**src/rtl/wtimer_pkg.sv**
```systemverilog
package wtimer_pkg;

  // Divider taps of the internal count rate and number of external clock lines
  localparam int NUM_DIV = 5;
  localparam int NUM_EXT = 3;
  localparam int SEL_W   = $clog2(NUM_DIV + NUM_EXT);
  localparam int NUM_OUT = 2;

  // Low bits of the prescaler that must be all ones for tap i
  function automatic int divLog(input int i);
    return (i == NUM_DIV - 1) ? 10 : 2 * i + 1;
  endfunction

  localparam int PRE_W = divLog(NUM_DIV - 1);

  // Action field positions inside an action configuration byte
  localparam int FLD_CMP = 0;
  localparam int FLD_RC  = 2;
  localparam int FLD_EVT = 4;
  localparam int FLD_SW  = 6;

  // Status bit positions
  localparam int ST_OVF = 0;
  localparam int ST_CPA = 1;
  localparam int ST_CPB = 2;
  localparam int ST_CPC = 3;

  typedef enum logic [1:0] {
    ACT_NONE = 2'd0,
    ACT_SET  = 2'd1,
    ACT_CLR  = 2'd2,
    ACT_TGL  = 2'd3
  } outAct_e;

  // Strobes from control to datapath
  typedef struct packed {
    logic tick;   // count advances this cycle
    logic trig;   // restart from zero, counting up
    logic evt;    // selected event edge seen while enabled
    logic sw;     // software trigger seen while enabled
    logic outEn;  // clock enable state after this edge
  } tmrStrobe_t;

  function automatic logic applyAct(input logic cur, input outAct_e act);
    case (act)
      ACT_SET: return 1'b1;
      ACT_CLR: return 1'b0;
      ACT_TGL: return ~cur;
      default: return cur;
    endcase
  endfunction

endpackage

```
**src/rtl/wtimer_ctl.sv**
```systemverilog
module wtimer_ctl
  import wtimer_pkg::*;
(
  input  logic               clk,
  input  logic               rstN,
  input  logic [SEL_W-1:0]   clkSel,
  input  logic [NUM_EXT-1:0] extClk,
  input  logic               tiobIn,
  input  logic               cmdClkEn,
  input  logic               cmdClkDis,
  input  logic               cmdSwTrig,
  input  logic [1:0]         evtSrc,
  input  logic [1:0]         evtEdge,
  input  logic               evtTrigEn,
  input  logic               stopOnRc,
  input  logic               disOnRc,
  input  logic               rcHit,
  output tmrStrobe_t         stb,
  output logic               clkOn
);

  logic [PRE_W-1:0]           preCnt;
  logic [NUM_DIV-1:0]         divTick;
  logic [NUM_EXT-1:0]         extPrev;
  logic [NUM_EXT-1:0]         extRise;
  logic [NUM_DIV+NUM_EXT-1:0] tickSrc;
  logic                       selTick;
  logic [NUM_EXT:0]           evtVec;
  logic                       evtLvl;
  logic                       evtPrev;
  logic                       evtHit;
  logic                       stopped;
  logic                       trigNow;
  logic                       clkOnNxt;
  logic                       stoppedNxt;

  // Divider taps from the free-running prescaler
  for (genvar i = 0; i < NUM_DIV; i++) begin : g_div
    localparam int LG = divLog(i);
    assign divTick[i] = &preCnt[LG-1:0];
  end

  assign extRise = extClk & ~extPrev;
  assign tickSrc = {extRise, divTick};
  assign selTick = tickSrc[clkSel];

  // Event edge detection on the selected line
  assign evtVec = {extClk, tiobIn};
  assign evtLvl = evtVec[evtSrc];
  assign evtHit = (evtEdge[0] & evtLvl & ~evtPrev) |
                  (evtEdge[1] & ~evtLvl & evtPrev);

  assign trigNow = clkOn & (cmdSwTrig | (evtHit & evtTrigEn));

  always_comb begin
    clkOnNxt = clkOn;
    if (cmdClkDis)            clkOnNxt = 1'b0;
    else if (cmdClkEn)        clkOnNxt = 1'b1;
    else if (rcHit & disOnRc) clkOnNxt = 1'b0;
  end

  always_comb begin
    stoppedNxt = stopped;
    if (cmdClkEn | trigNow)    stoppedNxt = 1'b0;
    else if (rcHit & stopOnRc) stoppedNxt = 1'b1;
  end

  always_comb begin
    stb.trig  = trigNow;
    stb.tick  = clkOn & ~stopped & selTick & ~trigNow;
    stb.evt   = clkOn & evtHit;
    stb.sw    = clkOn & cmdSwTrig;
    stb.outEn = clkOnNxt;
  end

  always_ff @(posedge clk or negedge rstN) begin
    if (!rstN) begin
      preCnt  <= '0;
      extPrev <= '0;
      evtPrev <= 1'b0;
      clkOn   <= 1'b0;
      stopped <= 1'b0;
    end else begin
      preCnt  <= preCnt + 1'b1;
      extPrev <= extClk;
      evtPrev <= evtLvl;
      clkOn   <= clkOnNxt;
      stopped <= stoppedNxt;
    end
  end

endmodule

```
**src/rtl/wtimer_dp.sv**
```systemverilog
module wtimer_dp
  import wtimer_pkg::*;
#(
  parameter int CNT_W = 16
) (
  input  logic             clk,
  input  logic             rstN,
  input  tmrStrobe_t       stb,
  input  logic [1:0]       waveSel,
  input  logic [CNT_W-1:0] raVal,
  input  logic [CNT_W-1:0] rbVal,
  input  logic [CNT_W-1:0] rcVal,
  input  logic [7:0]       actCfgA,
  input  logic [7:0]       actCfgB,
  input  logic             statusRd,
  output logic [CNT_W-1:0] cntVal,
  output logic             tioA,
  output logic             tioB,
  output logic [3:0]       status,
  output logic             rcHit
);

  localparam logic [CNT_W-1:0] ONE     = CNT_W'(1);
  localparam logic [CNT_W-1:0] ALL_ONE = '1;

  logic [CNT_W-1:0]   cnt;
  logic [CNT_W-1:0]   cntNxt;
  logic               dnDir;
  logic               dnNxt;
  logic               hitA;
  logic               hitB;
  logic               hitMax;
  logic               atTop;
  logic [3:0]         statusNxt;
  logic [7:0]         cfgArr [NUM_OUT];
  logic [NUM_OUT-1:0] cmpHit;
  logic [NUM_OUT-1:0] tioR;

  assign hitA   = stb.tick & (cnt == raVal);
  assign hitB   = stb.tick & (cnt == rbVal);
  assign rcHit  = stb.tick & (cnt == rcVal);
  assign hitMax = stb.tick & (cnt == ALL_ONE);
  assign atTop  = (cnt == ALL_ONE) | (waveSel[1] & (cnt == rcVal));

  always_comb begin
    cntNxt = cnt;
    dnNxt  = dnDir;
    if (stb.trig) begin
      cntNxt = '0;
      dnNxt  = 1'b0;
    end else if (stb.tick) begin
      if (!waveSel[0]) begin
        cntNxt = (waveSel[1] && cnt == rcVal) ? '0 : cnt + ONE;
      end else if (!dnDir) begin
        if (!atTop) begin
          cntNxt = cnt + ONE;
        end else if (cnt != '0) begin
          cntNxt = cnt - ONE;
          dnNxt  = 1'b1;
        end
      end else if (cnt == '0) begin
        cntNxt = ONE;
        dnNxt  = 1'b0;
      end else begin
        cntNxt = cnt - ONE;
      end
    end
  end

  always_comb begin
    statusNxt         = statusRd ? 4'd0 : status;
    statusNxt[ST_OVF] = statusNxt[ST_OVF] | hitMax;
    statusNxt[ST_CPA] = statusNxt[ST_CPA] | hitA;
    statusNxt[ST_CPB] = statusNxt[ST_CPB] | hitB;
    statusNxt[ST_CPC] = statusNxt[ST_CPC] | rcHit;
  end

  always_ff @(posedge clk or negedge rstN) begin
    if (!rstN) begin
      cnt    <= '0;
      dnDir  <= 1'b0;
      status <= '0;
    end else begin
      cnt    <= cntNxt;
      dnDir  <= dnNxt;
      status <= statusNxt;
    end
  end

  // Later checks override earlier ones, giving the priority order
  function automatic logic [1:0] pickAct(input logic [7:0] cfg, input logic sw,
                                         input logic ev, input logic rc,
                                         input logic cp);
    logic [1:0] r;
    r = 2'd0;
    if (cp && cfg[FLD_CMP+:2] != 2'd0) r = cfg[FLD_CMP+:2];
    if (rc && cfg[FLD_RC+:2]  != 2'd0) r = cfg[FLD_RC+:2];
    if (ev && cfg[FLD_EVT+:2] != 2'd0) r = cfg[FLD_EVT+:2];
    if (sw && cfg[FLD_SW+:2]  != 2'd0) r = cfg[FLD_SW+:2];
    return r;
  endfunction

  assign cfgArr[0] = actCfgA;
  assign cfgArr[1] = actCfgB;
  assign cmpHit    = {hitB, hitA};

  for (genvar g = 0; g < NUM_OUT; g++) begin : g_out
    logic [1:0] actSel;
    logic       outQ;
    always_comb actSel = pickAct(cfgArr[g], stb.sw, stb.evt, rcHit, cmpHit[g]);
    always_ff @(posedge clk or negedge rstN) begin
      if (!rstN) outQ <= 1'b0;
      else       outQ <= stb.outEn ? applyAct(outQ, outAct_e'(actSel)) : 1'b0;
    end
    assign tioR[g] = outQ;
  end

  assign cntVal = cnt;
  assign tioA   = tioR[0];
  assign tioB   = tioR[1];

endmodule

```
**src/rtl/wtimer_chan.sv**
```systemverilog
module wtimer_chan
  import wtimer_pkg::*;
#(
  parameter int CNT_W = 16
) (
  input  logic               clk,
  input  logic               rstN,
  input  logic [SEL_W-1:0]   clkSel,
  input  logic [NUM_EXT-1:0] extClk,
  input  logic               tiobIn,
  input  logic               cmdClkEn,
  input  logic               cmdClkDis,
  input  logic               cmdSwTrig,
  input  logic [1:0]         waveSel,
  input  logic [1:0]         evtSrc,
  input  logic [1:0]         evtEdge,
  input  logic               evtTrigEn,
  input  logic               stopOnRc,
  input  logic               disOnRc,
  input  logic [CNT_W-1:0]   raVal,
  input  logic [CNT_W-1:0]   rbVal,
  input  logic [CNT_W-1:0]   rcVal,
  input  logic [7:0]         actCfgA,
  input  logic [7:0]         actCfgB,
  input  logic               statusRd,
  output logic [CNT_W-1:0]   cntVal,
  output logic               tioA,
  output logic               tioB,
  output logic [3:0]         status,
  output logic               clkOn
);

  tmrStrobe_t stb;
  logic       rcHit;

  wtimer_ctl u_ctl (
    .clk       (clk),
    .rstN      (rstN),
    .clkSel    (clkSel),
    .extClk    (extClk),
    .tiobIn    (tiobIn),
    .cmdClkEn  (cmdClkEn),
    .cmdClkDis (cmdClkDis),
    .cmdSwTrig (cmdSwTrig),
    .evtSrc    (evtSrc),
    .evtEdge   (evtEdge),
    .evtTrigEn (evtTrigEn),
    .stopOnRc  (stopOnRc),
    .disOnRc   (disOnRc),
    .rcHit     (rcHit),
    .stb       (stb),
    .clkOn     (clkOn)
  );

  wtimer_dp #(.CNT_W(CNT_W)) u_dp (
    .clk      (clk),
    .rstN     (rstN),
    .stb      (stb),
    .waveSel  (waveSel),
    .raVal    (raVal),
    .rbVal    (rbVal),
    .rcVal    (rcVal),
    .actCfgA  (actCfgA),
    .actCfgB  (actCfgB),
    .statusRd (statusRd),
    .cntVal   (cntVal),
    .tioA     (tioA),
    .tioB     (tioB),
    .status   (status),
    .rcHit    (rcHit)
  );

endmodule

```
**config.mk**
```make
export PLATFORM = sky130hd
export DESIGN_NAME = wtimer_chan
export DESIGN_NICKNAME = d
export VERILOG_FILES = /design/src/rtl/wtimer_pkg.sv /design/src/rtl/wtimer_ctl.sv /design/src/rtl/wtimer_dp.sv /design/src/rtl/wtimer_chan.sv
export SDC_FILE = /design/constraint.sdc
export NUM_CORES = 1
export LEC_CHECK = 0
export CAP_MARGIN = 15
export CORE_MARGIN = 2
export CORE_UTILIZATION = 43
export CTS_CLUSTER_DIAMETER = 80
export CTS_CLUSTER_SIZE = 20
export DETAILED_ROUTE_END_ITERATION = 7
export GPL_ROUTABILITY_DRIVEN = 1
export PLACE_DENSITY_LB_ADDON = 0.05
export SETUP_SLACK_MARGIN = 0.3
export SYNTH_ARGS = -nofsm -noshare
export SYNTH_HDL_FRONTEND = slang
export SYNTH_HIERARCHICAL = 1
export SYNTH_SLANG_ARGS = --single-unit
```
**constraint.sdc**
```tcl
create_clock -name clk -period 3.8 [get_ports clk]
set_input_delay 0.76 -clock clk [delete_from_list [all_inputs] [get_ports clk]]
set_output_delay 0.76 -clock clk [all_outputs]
set_load 0.1 [all_outputs]
```
== Word-level counts from Yosys, hierarchy flattened ==
Index checks and enable logic that the tools add are counted.
Operators by class
  add/sub/neg operators: 3
  magnitude comparators: 2
  equal/unequal tests: 13
  mux-type cells: 37
  bitwise gates (word level): 34
  reduce and logical (&&, ||, !) cells: 28
Operators with widths (number)
  two-way mux 16 bit: 8
  equality test 16 bit: 3
  nonzero test 2 bit: 11
  AND 1 bit: 18
  adder 16 x 1 -> 16 bit, second input constant: 1
  equality test 16 bit, second input constant: 1
  zero test 16 bit: 1
  two-way mux 1 bit: 16
  two-way mux 2 bit: 8
  nonzero test 16 bit: 1
  subtractor 16 x 1 -> 16 bit, second input constant: 1
  adder 10 x 1 -> 10 bit, second input constant: 1
  AND reduction 10 bit: 1
  logical AND 1 bit: 9
  equality test 2 bit, second input constant: 4
  inequality test 4 x 1 -> 1 bit, second input constant: 2
  bitwise OR 1 bit: 8
  AND reduction 7 bit: 1
  NOT 1 bit: 6
  one-hot mux 1 bit (3 select lines): 2
  inequality test 5 x 4 -> 1 bit, second input constant: 1
  AND reduction 5 bit: 1
  equality test 2 x 1 -> 1 bit, second input constant: 2
  < comparator 3 x 4 -> 1 bit, second input constant: 1
  other kinds (8): 9
Word-level totals
  bits in registers: 39
  bits of input ports: 86
  output and inout port bits: 23

== Longest topological paths before layout ==
  word-level depth: 20
  depth in mapped cells: 17
  gate-level depth less buffers: 16

== Cells and area by module ==
The synthesis kept the hierarchy.
Modules (own cells, without submodules)
  wtimer_dp: times used 1, cells each 317, area an instance 2577.5 um^2, seq. area each 575.6 um^2
  wtimer_ctl: times used 1, cells each 70, area an instance 779.5 um^2, seq. area each 400.4 um^2

== Worst setup path before layout ==
Ideal clock, no wire load.
  path kind: in2reg
  from: input evtSrc[0]
  to: register u_dp.g_out[1].outQ (netlist: u_dp/tioB)
  arrival time: 3.681 ns
  required time: 3.674 ns
  setup slack: -0.007 ns
  cell stages on the path: 13
  path buffers: 1
  path through: mux4_2 mux2i_1 a31o_2 nor3_2 clkbuf_1 nand2_1 nor4_1 a32o_1 a21oi_1 o21ai_0 ha_1 nor2b_1 o311a_1
RTL lines
  start: declaration: RTL line wtimer_chan.sv:15  | input logic [1:0] evtSrc,
  end signal: assignment: RTL line wtimer_dp.sv:113  | else outQ <= stb.outEn ? applyAct(outQ, outAct_e'(actSel)) : 1'b0;
  end: declaration: RTL line wtimer_dp.sv:109  | logic outQ;

==> out/results.ini <==
[status]
status = finished, final reports clean

[floorplan]
start_util_pct = 43.9
fp-row-count = 32
die_w_um = 92.4
io-pin-count = 109
core_um2 = 7650
dieArea_um2 = 8530
die_y_um = 92.4

[clock_network]
clock_path_buffers = 2
cts_sinks = 39
cts_root_buffer = clkbuf_8
ctsHoldBuffers = 0
clk_pin_slew_ps = 90
clock_latency_ps = 310
numCtsBuffers = 5
tritoncts = built
h-tree-depth = 2

[setup_path]
worst_ep_arrival_time_ps = 3730
worstSetupEndpointType = register
critical_path.max_fanout = 3
critPathLaunchType = input port
reg2reg_to = u_dp/tioB$_DFFE_PN0P_
critPathKind = in -> reg
crit_required_ps = 3990
r2r_cells = 17
r2r_slack_ps = 350
r2r-start = u_ctl/preCnt[0]$_DFF_PN0_

[detailed_routing]
route.vias.total = 3494
routedWlPerCell_um = 17.6
drtIter0Drc = 168
post-route-drc-count = 0
drt-total-wl_um = 10800
drt-vias-per-instance = 5.68
first_pass_iters = 5
ant_nets = 0

[place]
port_buffers = 108
placedCellCount = 599
routabilityCongestion = 0.872
dp_hpwl_um = 8090
pre_cts_ws_ps = -337

[layout]
fin_cells = 615
diodes = 0
area_delta_synth_final_pct = 44.4
nets = 608
nFillCells = 659
drive_above_1_share_pct = 17.0

[global_routing]
grt_pass1_wl_um = 17500
grt_pass1_vias = 3516
antenna_found_initial = 0
grt_max_degree = 40
grt_overflow = 0
grt_use_total_pct = 26.0

[timing]
worst_hold_slack_ps = 466
slew_headroom_pct = 33.0
fin_worst_skew_ps = 10.4
worst_pin_slew_ps = 1000
fmax_mhz = 283
period_share_pct = 93.0
min_period_ps = 3530
rsz0062_at_grt = true
layout_setup_ws_ps = 265
drv_slew = 0
setup_violations = 0
finalHoldViolCount = 0

[logic_synthesis]
ys_seq_elements = 39
synth_most_common_cell = xnor2_1
synth.avg_cell_area_um2 = 8.67
synth_cell_types = 64
async_flop_share_pct = 100
synth_fp_nets = 483
synth_edf_count = 0
synthFlopType = dfrtp_1
yosysTopAreaCellShare_pct = 29.1
ys_warn_count = 6
syn_inst = 387
syn_area_um2 = 3360
yosysTopAreaCell = dfrtp_1
yosys-top-cells-count = xnor2_1, nand2_1, dfrtp_1
synthTopCellsByArea = dfrtp_1, xnor2_1, nand2_1
ys_seq_area_share_pct = 29.1

[min_path]
hold_class = reg -> reg
min-delay-start = u_ctl/preCnt[9]$_DFF_PN0_
min_to = u_ctl/preCnt[9]$_DFF_PN0_
whs_path_depth = 1

[power]
irDropWorstVdd_uv = 175
power_density_nw_per_um2 = 361
power_leakage_uw = 0.00199

[job]
cap_viol_max_count = 0

[state kept, by name, summed over array words and instances (netlist names)]
name	count
u_dp/status	4
u_dp/tioA	1
u_dp/dnDir	1
u_ctl/preCnt	10
u_ctl/extPrev	3
u_dp/cntVal	16
u_ctl/clkOn	1
u_ctl/evtPrev	1
u_dp/tioB	1
u_ctl/stopped	1
[cell families after synthesis]
kind of cell,synth area share (%)
compound gates,21.1
fa+ha+maj,3.73
xor+xnor,14.1
simple gates,25.3
flops,29.1
buf+inv,5.44
mux,1.27
[how the worst max path moves through the flow]
| stage | start | cells after the start | endpoint | slack, ps |
|---|---|---|---|---|
| after floorplan | evtSrc[0] | 13 | u_dp/tioB$_DFFE_PN0P_ | 300 |
| after global placement | evtSrc[0] | 14 | u_dp/tioB$_DFFE_PN0P_ | -280 |
| after detailed placement | evtSrc[0] | 14 | u_dp/tioB$_DFFE_PN0P_ | -340 |
| after CTS | u_ctl/preCnt[1]$_DFF_PN0_ | 16 | u_dp/tioB$_DFFE_PN0P_ | 320 |
| after global routing | u_ctl/preCnt[0]$_DFF_PN0_ | 17 | u_dp/tioB$_DFFE_PN0P_ | 210 |
| final | extClk[2] | 15 | u_dp/tioB$_DFFE_PN0P_ | 270 |
[cell type report]
type	count	area, um^2	share of cell area (%)
multi-input cells	312	2260	46.6
repair buffers	147	1340	27.7
flip-flops and latches	39	980	20.2
well taps	102	128	2.63
clock buffers	5	68.8	1.42
clock inverters	3	46.3	0.955
inverters	7	26.3	0.542
[per-layer routing]
metal  global-route usage [%]  vias up  share of wire (%)
li1                         -     1671                  -
met1                     31.3     1655                 39
met2                     45.5      152                 51
met3                     5.21       16                7.9
met4                     9.95        0                2.1
met5                        0        -                  0
[repair_timing]
action / CTS / global route
setup endpoints to repair: 2 / 2
setup buffers: 6 / 2
gates resized for setup: 18 / 4
pin swaps: 13 / 3
[worst max-delay path: stages]
cell and delay [ps]:
dlygate4sd2_1 250, mux4_2 510, mux2i_2 180, a31o_2 220
nor3_2 100, buf_4 160, buf_4 110, buf_4 90
nand3_1 50, a32o_1 260, a21oi_1 140, o21ai_1 100
ha_1 310, nor2b_1 140, o311a_1 340
[through the flow]
step	setup TNS, ps	util [%]	total power [uW]	cell area, um^2
finish	0	63.4	1750	4850
global route	0	63.4	1840	4850
CTS	0	63.1	1760	4820
detailed placement	-672	60.7	1380	4640
global placement	-501	60.7	1370	4640
floorplan	0	-	1110	3380
[cell usage in the layout (no fill, tap or decap), types with 6 or more instances in the layout]
cell	count
inv_1	7
ha_1	9
dfrtp_1	36
xnor2_1	43
and3_1	6
and2_1	6
o21ai_0	9
nand2_1	39
o21ai_1	7
nand3_1	11
a21o_1	13
dlygate4sd2_1	8
o31ai_1	12
nor3_1	10
nor2b_1	7
nand4_1	14
xor2_1	11
nor2_1	20
buf_4	50
clkdlybuf4s50_1	86
a21oi_1	9
[power breakdown]
part,total (uW),internal [uW],leakage (uW),switching (uW)
Sequential,545,444,0.000510,101
Combinational,840,346,0.00143,494
Clock,366,198,0.0000548,168
Total,1750,988,0.00199,763
Note: power is estimated with default switching activity, not from simulation.
